$ cat config.mk
export PLATFORM = sky130hd
export DESIGN_NAME = bcd_calendar_counter
export DESIGN_NICKNAME = d
export VERILOG_FILES = /design/src/rtl/rtc_cal_pkg.sv /design/src/rtl/rtc_bcd_field.sv /design/src/rtl/rtc_hour_field.sv /design/src/rtl/rtc_run_gate.sv /design/src/rtl/bcd_calendar_counter.sv
export SDC_FILE = /design/constraint.sdc
export NUM_CORES = 1
export LEC_CHECK = 0
export ABC_AREA = 1
export CELL_PAD_IN_SITES_DETAIL_PLACEMENT = 1
export CELL_PAD_IN_SITES_GLOBAL_PLACEMENT = 2
export CORE_MARGIN = 10
export CORE_UTILIZATION = 25
export CTS_CLUSTER_SIZE = 16
export DETAILED_ROUTE_END_ITERATION = 8
export GPL_TIMING_DRIVEN = 0
export PLACE_DENSITY = 0.87
export REMOVE_ABC_BUFFERS = 1
export SLEW_MARGIN = 20
export SYNTH_ARGS = -nofsm -noshare
export SYNTH_HDL_FRONTEND = slang
export SYNTH_HIERARCHICAL = 1
export SYNTH_SLANG_ARGS = --single-unit
$ cat constraint.sdc
create_clock -name clk -period 5.8 [get_ports clk]
set_clock_uncertainty 0.05 [all_clocks]
set_input_delay 1.16 -clock clk [delete_from_list [all_inputs] [get_ports clk]]
set_output_delay 1.16 -clock clk [all_outputs]
set_load 0.01 [all_outputs]
$ cat src/rtl/rtc_cal_pkg.sv
package rtc_cal_pkg;

    localparam int FIELD_W = 8;
    localparam int DOW_W   = 3;
    localparam int NUM_FLD = 7;

    typedef enum logic {
        FMT_12H = 1'b0,
        FMT_24H = 1'b1
    } hr_fmt_e;

    typedef struct packed {
        logic [FIELD_W-1:0] sec;
        logic [FIELD_W-1:0] min;
        logic [FIELD_W-1:0] hr;
        logic [FIELD_W-1:0] date;
        logic [FIELD_W-1:0] mon;
        logic [FIELD_W-1:0] yr;
        logic [DOW_W-1:0]   dow;
    } cal_t;

    // Advance a packed two-digit BCD value by one.
    function automatic logic [7:0] bcd_step(input logic [7:0] v);
        if (v[3:0] >= 4'd9)
            return {v[7:4] + 4'd1, 4'd0};
        return v + 8'd1;
    endfunction

    function automatic logic [7:0] bcd_to_bin(input logic [7:0] v);
        return (8'({4'b0, v[7:4]}) * 8'd10) + 8'({4'b0, v[3:0]});
    endfunction

    function automatic logic is_leap(input logic [7:0] yr_bcd);
        logic [7:0] b;
        b = bcd_to_bin(yr_bcd);
        return (b[1:0] == 2'b00);
    endfunction

    // Last valid day (BCD) of a month, given the year.
    function automatic logic [7:0] month_last(input logic [7:0] mon_bcd,
                                              input logic [7:0] yr_bcd);
        case (mon_bcd)
            8'h02:                      return is_leap(yr_bcd) ? 8'h29 : 8'h28;
            8'h04, 8'h06, 8'h09, 8'h11: return 8'h30;
            default:                    return 8'h31;
        endcase
    endfunction

endpackage

$ cat src/rtl/rtc_bcd_field.sv
module rtc_bcd_field
    import rtc_cal_pkg::*;
#(
    parameter int         W     = 8,
    parameter logic [7:0] FIRST = 8'h00
) (
    input  logic         clk,
    input  logic         rst,
    input  logic         load,
    input  logic [W-1:0] ld_val,
    input  logic         inc,
    input  logic [7:0]   last,
    output logic [W-1:0] q,
    output logic         wrap
);

    logic [7:0] q8;
    assign q8   = 8'(q);
    assign wrap = inc && (q8 == last);

    always_ff @(posedge clk) begin
        if (rst)
            q <= '0;
        else if (load)
            q <= ld_val;
        else if (inc)
            q <= wrap ? W'(FIRST) : W'(bcd_step(q8));
    end

    // the step after the last value restarts the field
    a_r1_field_wraps: assert property (@(posedge clk) disable iff (rst)
        (inc && !load && q8 == last) |=> (8'(q) == FIRST));

    // load data wins
    a_r10_load_wins: assert property (@(posedge clk) disable iff (rst)
        load |=> (q == $past(ld_val)));

    a_r10_idle_holds: assert property (@(posedge clk) disable iff (rst)
        (!load && !inc) |=> $stable(q));

endmodule

$ cat src/rtl/rtc_hour_field.sv
module rtc_hour_field
    import rtc_cal_pkg::*;
(
    input  logic       clk,
    input  logic       rst,
    input  logic       load,
    input  logic [7:0] ld_val,
    input  logic       inc,
    output logic [7:0] q,
    output logic       day_wrap
);

    hr_fmt_e    fmt;
    logic       pm;
    logic [7:0] nxt;

    assign fmt = hr_fmt_e'(q[7]);
    assign pm  = q[5];

    always_comb begin
        nxt      = q;
        day_wrap = 1'b0;
        if (fmt == FMT_24H) begin
            if (q[5:0] == 6'h23) begin
                nxt      = {FMT_24H, 7'h00};
                day_wrap = inc;
            end else begin
                nxt = {FMT_24H, 1'b0, bcd_step({2'b00, q[5:0]})[5:0]};
            end
        end else begin
            if (q[4:0] == 5'h12) begin
                nxt = {FMT_12H, 1'b0, pm, 5'h01};
            end else if (q[4:0] == 5'h11) begin
                nxt      = {FMT_12H, 1'b0, ~pm, 5'h12};
                day_wrap = inc && pm;
            end else begin
                nxt = {FMT_12H, 1'b0, pm, bcd_step({3'b000, q[4:0]})[4:0]};
            end
        end
    end

    always_ff @(posedge clk) begin
        if (rst)
            q <= '0;
        else if (load)
            q <= ld_val;
        else if (inc)
            q <= nxt;
    end

    a_r2_format_kept: assert property (@(posedge clk) disable iff (rst)
        (inc && !load) |=> (q[7] == $past(q[7])));

    a_r2_day_wrap_24: assert property (@(posedge clk) disable iff (rst)
        (inc && !load && q[7] && q[5:0] == 6'h23) |=> (q[5:0] == 6'h00));

    a_r3_pm_toggles: assert property (@(posedge clk) disable iff (rst)
        (inc && !load && !q[7] && q[4:0] == 5'h11)
            |=> (q[5] != $past(q[5]) && q[4:0] == 5'h12));

    a_r3_twelve_to_one: assert property (@(posedge clk) disable iff (rst)
        (inc && !load && !q[7] && q[4:0] == 5'h12)
            |=> (q[5] == $past(q[5]) && q[4:0] == 5'h01));

endmodule

$ cat src/rtl/rtc_run_gate.sv
module rtc_run_gate (
    input  logic clk,
    input  logic rst,
    input  logic tick,
    input  logic run_en,
    input  logic any_load,
    output logic step,
    output logic armed,
    output logic div_restart
);

    always_ff @(posedge clk) begin
        if (rst) begin
            armed       <= 1'b0;
            div_restart <= 1'b0;
        end else begin
            if (any_load)
                armed <= 1'b1;
            div_restart <= any_load;
        end
    end

    assign step = tick && run_en && armed && !any_load;

    // once armed, stays armed until reset
    a_r9_armed_sticky: assert property (@(posedge clk) disable iff (rst)
        armed |=> armed);

endmodule

$ cat src/rtl/bcd_calendar_counter.sv
module bcd_calendar_counter
    import rtc_cal_pkg::*;
(
    input  logic                 clk,
    input  logic                 rst,
    input  logic                 tick,
    input  logic                 run_en,
    input  logic [NUM_FLD-1:0]   ld_we,
    input  logic [FIELD_W-1:0]   ld_sec,
    input  logic [FIELD_W-1:0]   ld_min,
    input  logic [FIELD_W-1:0]   ld_hr,
    input  logic [FIELD_W-1:0]   ld_date,
    input  logic [FIELD_W-1:0]   ld_mon,
    input  logic [FIELD_W-1:0]   ld_yr,
    input  logic [DOW_W-1:0]     ld_dow,
    output logic [FIELD_W-1:0]   sec,
    output logic [FIELD_W-1:0]   min,
    output logic [FIELD_W-1:0]   hr,
    output logic [FIELD_W-1:0]   date,
    output logic [FIELD_W-1:0]   mon,
    output logic [FIELD_W-1:0]   yr,
    output logic [DOW_W-1:0]     dow,
    output logic                 div_restart
);

    logic step, armed, any_load;
    logic sec_w, min_w, hr_w, date_w, mon_w, yr_w, dow_w;
    logic [7:0] date_last;

    assign any_load  = |ld_we;
    assign date_last = month_last(mon, yr);

    rtc_run_gate u_gate (
        .clk(clk), .rst(rst), .tick(tick), .run_en(run_en),
        .any_load(any_load), .step(step), .armed(armed),
        .div_restart(div_restart)
    );

    rtc_bcd_field #(.W(FIELD_W), .FIRST(8'h00)) u_sec (
        .clk(clk), .rst(rst), .load(ld_we[0]), .ld_val(ld_sec),
        .inc(step), .last(8'h59), .q(sec), .wrap(sec_w)
    );

    rtc_bcd_field #(.W(FIELD_W), .FIRST(8'h00)) u_min (
        .clk(clk), .rst(rst), .load(ld_we[1]), .ld_val(ld_min),
        .inc(sec_w), .last(8'h59), .q(min), .wrap(min_w)
    );

    rtc_hour_field u_hr (
        .clk(clk), .rst(rst), .load(ld_we[2]), .ld_val(ld_hr),
        .inc(min_w), .q(hr), .day_wrap(hr_w)
    );

    rtc_bcd_field #(.W(FIELD_W), .FIRST(8'h01)) u_date (
        .clk(clk), .rst(rst), .load(ld_we[3]), .ld_val(ld_date),
        .inc(hr_w), .last(date_last), .q(date), .wrap(date_w)
    );

    rtc_bcd_field #(.W(FIELD_W), .FIRST(8'h01)) u_mon (
        .clk(clk), .rst(rst), .load(ld_we[4]), .ld_val(ld_mon),
        .inc(date_w), .last(8'h12), .q(mon), .wrap(mon_w)
    );

    rtc_bcd_field #(.W(FIELD_W), .FIRST(8'h00)) u_yr (
        .clk(clk), .rst(rst), .load(ld_we[5]), .ld_val(ld_yr),
        .inc(mon_w), .last(8'h99), .q(yr), .wrap(yr_w)
    );

    rtc_bcd_field #(.W(DOW_W), .FIRST(8'h00)) u_dow (
        .clk(clk), .rst(rst), .load(ld_we[6]), .ld_val(ld_dow),
        .inc(hr_w), .last(8'h06), .q(dow), .wrap(dow_w)
    );

    // nothing moves before the first load
    a_r9_frozen_until_load: assert property (@(posedge clk) disable iff (rst)
        (!armed && !any_load) |=> ($stable(sec) && $stable(hr) && $stable(date)));

    // run enable low stops counting
    a_r12_run_gate: assert property (@(posedge clk) disable iff (rst)
        (!run_en && !any_load) |=> ($stable(sec) && $stable(min) && $stable(yr)));

    // restart pulse follows a load
    a_r11_restart_pulse: assert property (@(posedge clk) disable iff (rst)
        any_load |=> div_restart);

    a_r11_restart_quiet: assert property (@(posedge clk) disable iff (rst)
        !any_load |=> !div_restart);

    // year wrap lands on the first day of the first month
    a_r6_year_wraps: assert property (@(posedge clk) disable iff (rst)
        (yr_w && !any_load) |=> (yr == 8'h00 && mon == 8'h01 && date == 8'h01));

    // weekday restart coincides with a new day
    a_r7_week_wraps: assert property (@(posedge clk) disable iff (rst)
        (dow_w && !any_load) |=> (dow == 3'd0 && sec == 8'h00));

endmodule

Word level (Yosys, flattened, before mapping)
Cells that the tools add are included.
{ "totals": {"output_inout_bits": 52, "elab_cells": 149, "register_bits": 53, "input_bits": 62} }
{ "classes": {"n_eq_ne": 15, "n_bitwise": 1, "magnitude_cmp": 7, "reduce_logical": 23, "n_mul": 1, "muxes": 76, "addsub": 16} }
{ "ops": {"columns": ["cell", "count"], "rows": [
  ["8-bit two-way mux", 29],
  ["8-bit by 1-bit adder with 8-bit output (second input constant)", 5],
  ["1-bit two-way mux", 35],
  ["4-bit greater-or-equal comparator (second input constant)", 6],
  ["6-bit two-way mux", 4],
  ["4-bit by 1-bit adder with 4-bit output (second input constant)", 5],
  ["8-bit by 3-bit equality test with 1-bit output (second input constant)", 2],
  ["8-bit by 5-bit equality test with 1-bit output (second input constant)", 2],
  ["8-bit by 7-bit equality test with 1-bit output (second input constant)", 2],
  ["3-bit two-way mux", 5],
  ["2-bit nonzero test", 7],
  ["5-bit equality test (second input constant)", 2],
  ["1-bit logical AND", 10],
  ["5-bit two-way mux", 2],
  ["5-bit case mux with 2 select lines", 1],
  ["8-bit by 2-bit equality test with 1-bit output (second input constant)", 1],
  ["8-bit by 4-bit equality test with 1-bit output (second input constant)", 1],
  ["8-bit by 6-bit equality test with 1-bit output", 1],
  ["8-bit equality test (second input constant)", 1],
  ["7-bit OR reduction", 1],
  ["6-bit by 1-bit adder with 6-bit output (second input constant)", 1],
  ["6-bit equality test (second input constant)", 1],
  ["5-bit by 1-bit adder with 5-bit output (second input constant)", 1],
  ["3-bit by 4-bit greater-or-equal comparator with 1-bit output (second input constant)", 1],
  ["13 further kinds", 13]
]} }

Depth between registers and ports, before layout
Gate-level depths: netlist of the first run.
{ "depth": {"ltp_word": 18, "ltp_mapped": 38, "ltp_nobuf": 38} }

Modules after synthesis
The synthesis of the first run kept the hierarchy.
{ "by_module_without_submodules": {"columns": ["mod", "cells_per_inst", "seq_area_each_um2", "area_per_inst_um2", "n_inst"], "rows": [
  ["rtc_bcd_field at u_date ...", 123, 160.2, 789.5, 2],
  ["rtc_bcd_field at u_min ...", 120, 160.2, 762.0, 2],
  ["rtc_bcd_field at u_yr", 119, 160.2, 788.3, 1],
  ["rtc_hour_field", 99, 160.2, 681.9, 1],
  ["rtc_bcd_field at u_dow", 43, 60.1, 252.7, 1],
  ["bcd_calendar_counter", 39, 0.0, 162.7, 1],
  ["rtc_run_gate", 9, 40.0, 68.8, 1]
]} }

Worst setup path before layout of the first run
No wires, ideal clock.
{ "synth_timing": {"path_type": "input -> register", "from": "input port ld_we[1]", "to": "register u_yr.q[5]", "setup_time_ns": 0.120, "cell_stages": 38, "arrival_ns": 5.057, "path_slack_ns": 0.573, "required_ns": 5.630, "n_path_buf": 0, "cell_sequence": "nor4_1 > nand2_1 > inv_2 > nand2_1 > nor2_2 > inv_2 > a21oi_1 > nand2_1 > nor2_1 > nand3_4 > inv_1 > inv_2 > a21oi_1 > nand2_1 > nor2_1 > nand3_4 > inv_1 > o2111ai_1 > (+2 left out) > a21oi_1 > nand2_1 > nor2_1 > nand3_4 > inv_1 > inv_1 > a21oi_1 > nand2_1 > nor2_1 > nand3_4 > inv_1 > inv_2 > a21oi_1 > nand2_1 > nor2_1 > nand3_4 > nand3_1 > a21oi_1"} }
{ "synth_between": {"elab_chain_len": 15, "elab_cells_between_ends": 17, "classes_between": "mux: 7; reduce/logical: 10"} }
{ "synth_lines": {"columns": ["item", "line_no", "rtl"], "rows": [
  ["from (decl)", "bcd_calendar_counter.sv:8", "input logic [NUM_FLD-1:0] ld_we,"],
  ["7-bit OR reduction *", "bcd_calendar_counter.sv:30", "assign any_load = |ld_we;"],
  ["net any_load", "bcd_calendar_counter.sv:26", "logic step, armed, any_load;"],
  ["1-bit logical NOT *", "rtc_run_gate.sv:23", "assign step = tick && run_en && armed && !any_load;"],
  ["1-bit logical AND *", "rtc_run_gate.sv:23", null],
  ["net step", "bcd_calendar_counter.sv:26", null],
  ["1-bit logical AND *", "rtc_bcd_field.sv:19", "assign wrap = inc && (q8 == last);"],
  ["net sec_w", "bcd_calendar_counter.sv:27", "logic sec_w, min_w, hr_w, date_w, mon_w, yr_w, dow_w;"],
  ["1-bit logical AND *", "rtc_bcd_field.sv:19", null],
  ["net min_w", "bcd_calendar_counter.sv:27", null],
  ["(+4 left out)", null, null],
  ["net hr_w", "bcd_calendar_counter.sv:27", null],
  ["1-bit logical AND *", "rtc_bcd_field.sv:19", null],
  ["net date_w", "bcd_calendar_counter.sv:27", null],
  ["1-bit logical AND *", "rtc_bcd_field.sv:19", null],
  ["net mon_w", "bcd_calendar_counter.sv:27", null],
  ["1-bit logical AND", "rtc_bcd_field.sv:19", null],
  ["8-bit two-way mux", "rtc_bcd_field.sv:27", "q <= wrap ? W'(FIRST) : W'(bcd_step(q8));"],
  ["8-bit two-way mux", "rtc_bcd_field.sv:26", "else if (inc)"],
  ["8-bit two-way mux", "rtc_bcd_field.sv:24", "else if (load)"],
  ["to (signal assigned)", "rtc_bcd_field.sv:25", "q <= ld_val;"],
  ["to (signal assigned)", "rtc_bcd_field.sv:27", null],
  ["to (decl)", "rtc_bcd_field.sv:13", "output logic [W-1:0] q,"]
]} }
Mark *: on every way through the listed nets, which the timed path passes. The rest lies on a longest branch. The select of a mux whose other input is x is not followed.
A chain may end at the register's enable or synchronous reset.

Final worst setup path of the first run
{ "layout_timing": {"from": "input port ld_we[2]", "to": "register u_yr.q[1]"} }
The elaborated chain is that of the path after synthesis.

==> results of run 1 <==
state kept, by name (all words and copies together) (netlist names):
register and flops:
u_date/q 8, u_dow/q 3, u_gate/armed 1, u_gate/div_restart 1
u_hr/q 8, u_min/q 8, u_mon/q 8, u_sec/q 8
u_yr/q 8
worst paths after layout:
check        startpoint         to  slack (ns)  cells past startpoint
min           u_hr/q[6]  u_hr/q[6]        0.42                      2
max reg2reg  u_sec/q[3]  u_yr/q[1]        1.63                     35
max            ld_we[2]  u_yr/q[1]        0.58                     39
min reg2reg   u_hr/q[6]  u_hr/q[6]        0.42                      2
report_power, final:
| group | internal (W) | switching (W) | total (W) |
|---|---|---|---|
| Sequential | 0.000391 | 0.0000596 | 0.000450 |
| Clock | 0.000162 | 0.000161 | 0.000323 |
| Combinational | 0.000175 | 0.000192 | 0.000367 |
what timing repair did:
| item | 4_1_cts | 5_1_grt |
|---|---|---|
| hold buffers | 0 | 0 |
| pin swaps | 0 | 11 |
| gates cloned | 0 | 0 |
| gates resized for setup | 40 | 15 |
| setup buffers | 2 | 8 |
| endpoints found under the setup margin | 16 | 8 |
final cells by class:
cell class / instances / area (um^2) / area share, %
multi-input combinational: 659 / 3610 / 52.3
timing repair buffer: 124 / 1190 / 17.3
sequential: 53 / 1060 / 15.4
inverter: 134 / 558 / 8.09
tap: 265 / 332 / 4.81
clock buffer: 5 / 125 / 1.81
clock inverter: 3 / 22.5 / 0.327
cells in the final DEF (no fill, tap or decap), drive strengths merged:
cell type        n
nand2          209
inv            131
clkdlybuf4s50  105
nor2            79
conb            76
a21oi           74
nand3           74
dfxtp           53
a22oi           44
ha              26
o21ai           22
buf             16
xor2            11
nand3b          11
or2             10
nand4            9
clkbuf           8
o21bai           7
clkinv           6
xnor2            2
nor3             2
nor4             1
o2111ai          1
o221ai           1
per-layer routing:
| metal | GRT usage, % | vias up | wire length (um) |
|---|---|---|---|
| met2 | 22.1 | 78 | 7990 |
| met3 | 3.54 | 11 | 700 |
| met4 | 1.94 | 0 | 147 |
| met5 | 0 | - | 0 |
| li1 | - | 2855 | - |
| met1 | 15.0 | 2492 | 7650 |
per-stage QoR:
| step | power [W] | instance area [um^2] | setup TNS, ns |
|---|---|---|---|
| floorplan | 0.000657 | 5150 | 0 |
| global placement | 0.000822 | 6610 | -20.07 |
| detailed placement | 0.000828 | 6630 | -19.99 |
| CTS | 0.00116 | 6800 | 0 |
| global route | 0.00123 | 6900 | 0 |
| finish | 0.00114 | 6900 | 0 |
critical path: cells and delay by family:
kind | cells | cell delay, ns
AOI/OAI and AO/OA | 7 | 0.80
and+or+nand+nor | 20 | 2.31
buffers and inverters | 12 | 1.06
==> results.ini, run 1 <==
[cts]
htree_levels = 2
cts.sinks = 53
cts.path.max_buffers = 2
cts_inserted_buffers = 5
path_clk_slew_ns = 0.08
cts-root-buf = clkbuf_16
clock_latency_ns = 0.31
cts_tree = built

[critical_path]
worstPathRequired_ns = 5.93
slowest_stage = nor4_4
max_stage_delay_ns = 0.30
crit_arrival_ns = 5.35
path_class = in2reg
cp-start-kind = primary input
critical_path.max_fanout = 11
end_kind = register

[timing]
fin_crit_ns = 5.22
rsz0062_at_grt = no
hold_viol_final = 0
post-route-period-util_pct = 90.0
final-setup-viol-count = 0
whs_ns = 0.422
tightest_slew_ns = 0.542
drv_slew = 0
relSlewSlack_pct = 63.9
max_freq_mhz = 191
layout_setup_ws_ns = 0.578

[place]
dp_cells = 1225
io_buffers = 113
place_hpwl_mm = 13.0
pre_cts_ws_ns = -1.60
place_congestion = 0.766

[floorplan]
core-area_mm2 = 0.0197
die_y_um = 162
initial_utilization_pct = 25.7
pin_count = 114
rows = 51
fp.dieW_um = 162
die-area_mm2 = 0.0263

[route]
wire_per_inst_um = 13.3
vias = 5436
drtPass1Iterations = 4
drt_iter0_drc = 144
drc = 0
wirelength_mm = 16.5
vias_per_cell = 4.37
ant_nets = 0

[logic_synthesis]
yosys_warnings = 6
syn_area_per_cell_um2 = 6.37
netlist_area_mm2 = 0.00505
syn_inst = 793

[global_routing]
antenna_found_initial = 0
grt_max_degree = 28
grtUsageTotal_pct = 12.5
grt_pass1_vias = 5446
gr-total-overflow = 0
grt_pass1_wl_mm = 27.4

[status]
status = finished, final reports clean

[power_and_ir_drop]
peakVddDrop_mv = 0.0987
power_leakage_nw = 3.14
power_density_mw_per_mm2 = 165

[cells_and_area]
utilization_pct = 35.1
finalNonFillerCells = 1243
area_growth_pct = 36.6
fin_nets = 1065
n_antenna_cell = 0
drive_gt1_share_pct = 11.2
fillers = 2634

[run]
cap_violations = 0

[hold_path]
hold_class = reg2reg

(Power assumes the default switching activity.)
==> run 2: changes to the inputs <==
--- a/config.mk
+++ b/config.mk
@@ -13,6 +13,7 @@
 export CTS_CLUSTER_SIZE = 16
 export DETAILED_ROUTE_END_ITERATION = 8
 export GPL_TIMING_DRIVEN = 0
+export MAX_ROUTING_LAYER = met4
 export PLACE_DENSITY = 0.87
 export REMOVE_ABC_BUFFERS = 1
 export SLEW_MARGIN = 20
==> run 2 against run 1 <==
Net effect: first-iteration DRC count fell by 6.9%; worst hold slack barely moved; sequential cell count stayed put; cell count unchanged; non-clock buffer count stayed put; core utilization stayed put; global-route usage rose by 0.33 points; die area did not move; register-to-register slack about the same; total power is essentially flat; critical endpoint unchanged.
==> results.ini, run 2 (synthesis gave the netlist of run 1 again) <==
[floorplan]
die-area_mm2 = 0.0263  ; unchanged
die_y_um = 162  ; unchanged
rows = 51  ; unchanged
core-area_mm2 = 0.0197  ; unchanged
fp.dieW_um = 162  ; unchanged
pin_count = 114  ; unchanged
initial_utilization_pct = 25.7  ; unchanged

[power_and_ir_drop]
seqPwrFrac_pct = 39.5  ; about the same
clockPowerShare_pct = 28.3  ; about the same
power_density_mw_per_mm2 = 165  ; about the same
peakVddDrop_mv = 0.0988  ; was 0.0987 mV
p_int_w = 0.000727  ; about the same
switching_share_pct = 36.2  ; about the same
combPwrFrac_pct = 32.2  ; about the same
p_switching_w = 0.000413  ; about the same
power_leakage_nw = 3.14  ; unchanged

[global_routing]
grt_pass1_vias = 5450  ; was 5,446
grt_pass1_wl_mm = 27.4  ; about the same
grt_max_degree = 28  ; unchanged
grtUsageTotal_pct = 12.8  ; was 12.5%
antenna_found_initial = 0  ; unchanged
gr-total-overflow = 0  ; unchanged

[cells_and_area]
final_cell_mix = nand2_1 (196), clkdlybuf4s50_1 (105), inv_1 (102)  ; unchanged
final_cell_area_mm2 = 0.00690  ; unchanged
utilization_pct = 35.1  ; unchanged
n_antenna_cell = 0  ; unchanged
drive_gt1_share_pct = 11.2  ; unchanged
fin_nets = 1065  ; unchanged
area_growth_pct = 36.6  ; unchanged
finalNonFillerCells = 1243  ; unchanged
final_common_cell = nand2_1  ; unchanged

[cts]
clock_latency_ns = 0.31  ; about the same
cts.sinks = 53  ; unchanged
path_clk_slew_ns = 0.08  ; about the same
cts_tree = built  ; unchanged
cts_inserted_buffers = 5  ; unchanged
cts.path.max_buffers = 2  ; unchanged
cts-root-buf = clkbuf_16  ; unchanged
htree_levels = 2  ; unchanged

[hold_path]
hold_class = reg2reg  ; unchanged
holdPathStages = 2  ; unchanged

[route]
drtPass1Iterations = 4  ; unchanged
drt_iter0_drc = 134  ; was 144
vias_per_cell = 4.37  ; about the same
ant_nets = 0  ; unchanged
wire_per_inst_um = 13.3  ; about the same
drc = 0  ; unchanged
vias = 5432  ; was 5,436
wirelength_mm = 16.5  ; about the same

[run]
cap_violations = 0  ; unchanged

[critical_path]
critical_path.max_fanout = 11  ; unchanged
max_stage_delay_ns = 0.30  ; about the same
slowest_stage = nor4_4  ; unchanged
crit_arrival_ns = 5.36  ; was 5.35 ns
cp-start-kind = primary input  ; unchanged
worstPathRequired_ns = 5.93  ; about the same
end_kind = register  ; unchanged
path_class = in2reg  ; unchanged
reg2reg_depth = 35  ; unchanged

[place]
place_area_mm2 = 0.00663  ; unchanged
pre_cts_ws_ns = -1.60  ; unchanged
place_congestion = 0.776  ; was 0.766
dp_cells = 1225  ; unchanged
place_hpwl_mm = 13.0  ; unchanged
io_buffers = 113  ; unchanged

[timing]
hold_viol_final = 0  ; unchanged
drv_slew = 0  ; unchanged
tightest_slew_ns = 0.545  ; was 0.542 ns
max_freq_mhz = 191  ; about the same
rsz0062_at_grt = no  ; unchanged
fin_crit_ns = 5.23  ; was 5.22 ns
final-setup-viol-count = 0  ; unchanged
layout_setup_ws_ns = 0.573  ; was 0.578 ns
post-route-period-util_pct = 90.1  ; was 90.0%
relSlewSlack_pct = 63.7  ; was 63.9%
whs_ns = 0.422  ; about the same

[status]
status = finished, final reports clean  ; unchanged

[run 2: cell counts in the layout (fill, tap and decap cells not counted)]
Identical to the previous run, type by type.
[run 2: worst max-delay path: cells and delay by family]
family,cells,cell delay (ns)
AOI/OAI and AO/OA,7,0.80
buffers and inverters,12,1.06
and+or+nand+nor,20,2.31
[run 2: final timing paths]
check / start / to / slack, ns
worst max-delay path: ld_we[2] / u_yr/q[1] / 0.57
worst min-delay path: u_hr/q[6] / u_hr/q[6] / 0.42
worst max register to register: u_sec/q[3] / u_yr/q[1] / 1.62
worst min register to register: u_hr/q[6] / u_hr/q[6] / 0.42
[run 2: layout make-up]
| type | instances | area [um^2] |
|---|---|---|
| Fill cell | 2634 | 12800 |
| Multi-Input combinational cell | 659 | 3610 |
| Timing Repair Buffer | 124 | 1190 |
| Sequential cell | 53 | 1060 |
| Inverter | 134 | 558 |
| Tap cell | 265 | 332 |
| Clock buffer | 5 | 125 |
| Clock inverter | 3 | 22.5 |
[run 2: routing by layer]
| metal | up-vias | track usage [%] | share of wire, % |
|---|---|---|---|
| li1 | 2857 | - | - |
| met1 | 2490 | 15.2 | 47 |
| met2 | 74 | 22.0 | 48 |
| met3 | 11 | 3.06 | 3.4 |
| met4 | 0 | 1.94 | 0.89 |
| met5 | - | - | 0 |
[run 2: power by group through the flow]
| stage | Combinational (W) | Sequential (W) | Clock [W] |
|---|---|---|---|
| finish | 0.000367 | 0.000451 | 0.000323 |
| detailed placement | 0.000368 | 0.000461 | 0 |
| floorplan | 0.000203 | 0.000454 | 0 |
| CTS | 0.000369 | 0.000452 | 0.000337 |
| global route | 0.000418 | 0.000460 | 0.000354 |
| global placement | 0.000361 | 0.000460 | 0 |
[run 2: what timing repair did]
item / 4_1_cts / 5_1_grt
gates resized for setup: 40 / 15
setup buffers: 2 / 8
endpoints found under the setup margin: 16 / 8
hold buffers: 0 / 0
pin swaps: 0 / 11
hold endpoints to repair: 0 / 0
[run 2: through the flow]
step / setup TNS [ns] / total power [W]
floorplan: 0 / 0.000657
finish: 0 / 0.00114
global route: 0 / 0.00123
detailed placement: -19.99 / 0.000828
CTS: 0 / 0.00116
global placement: -20.07 / 0.000822
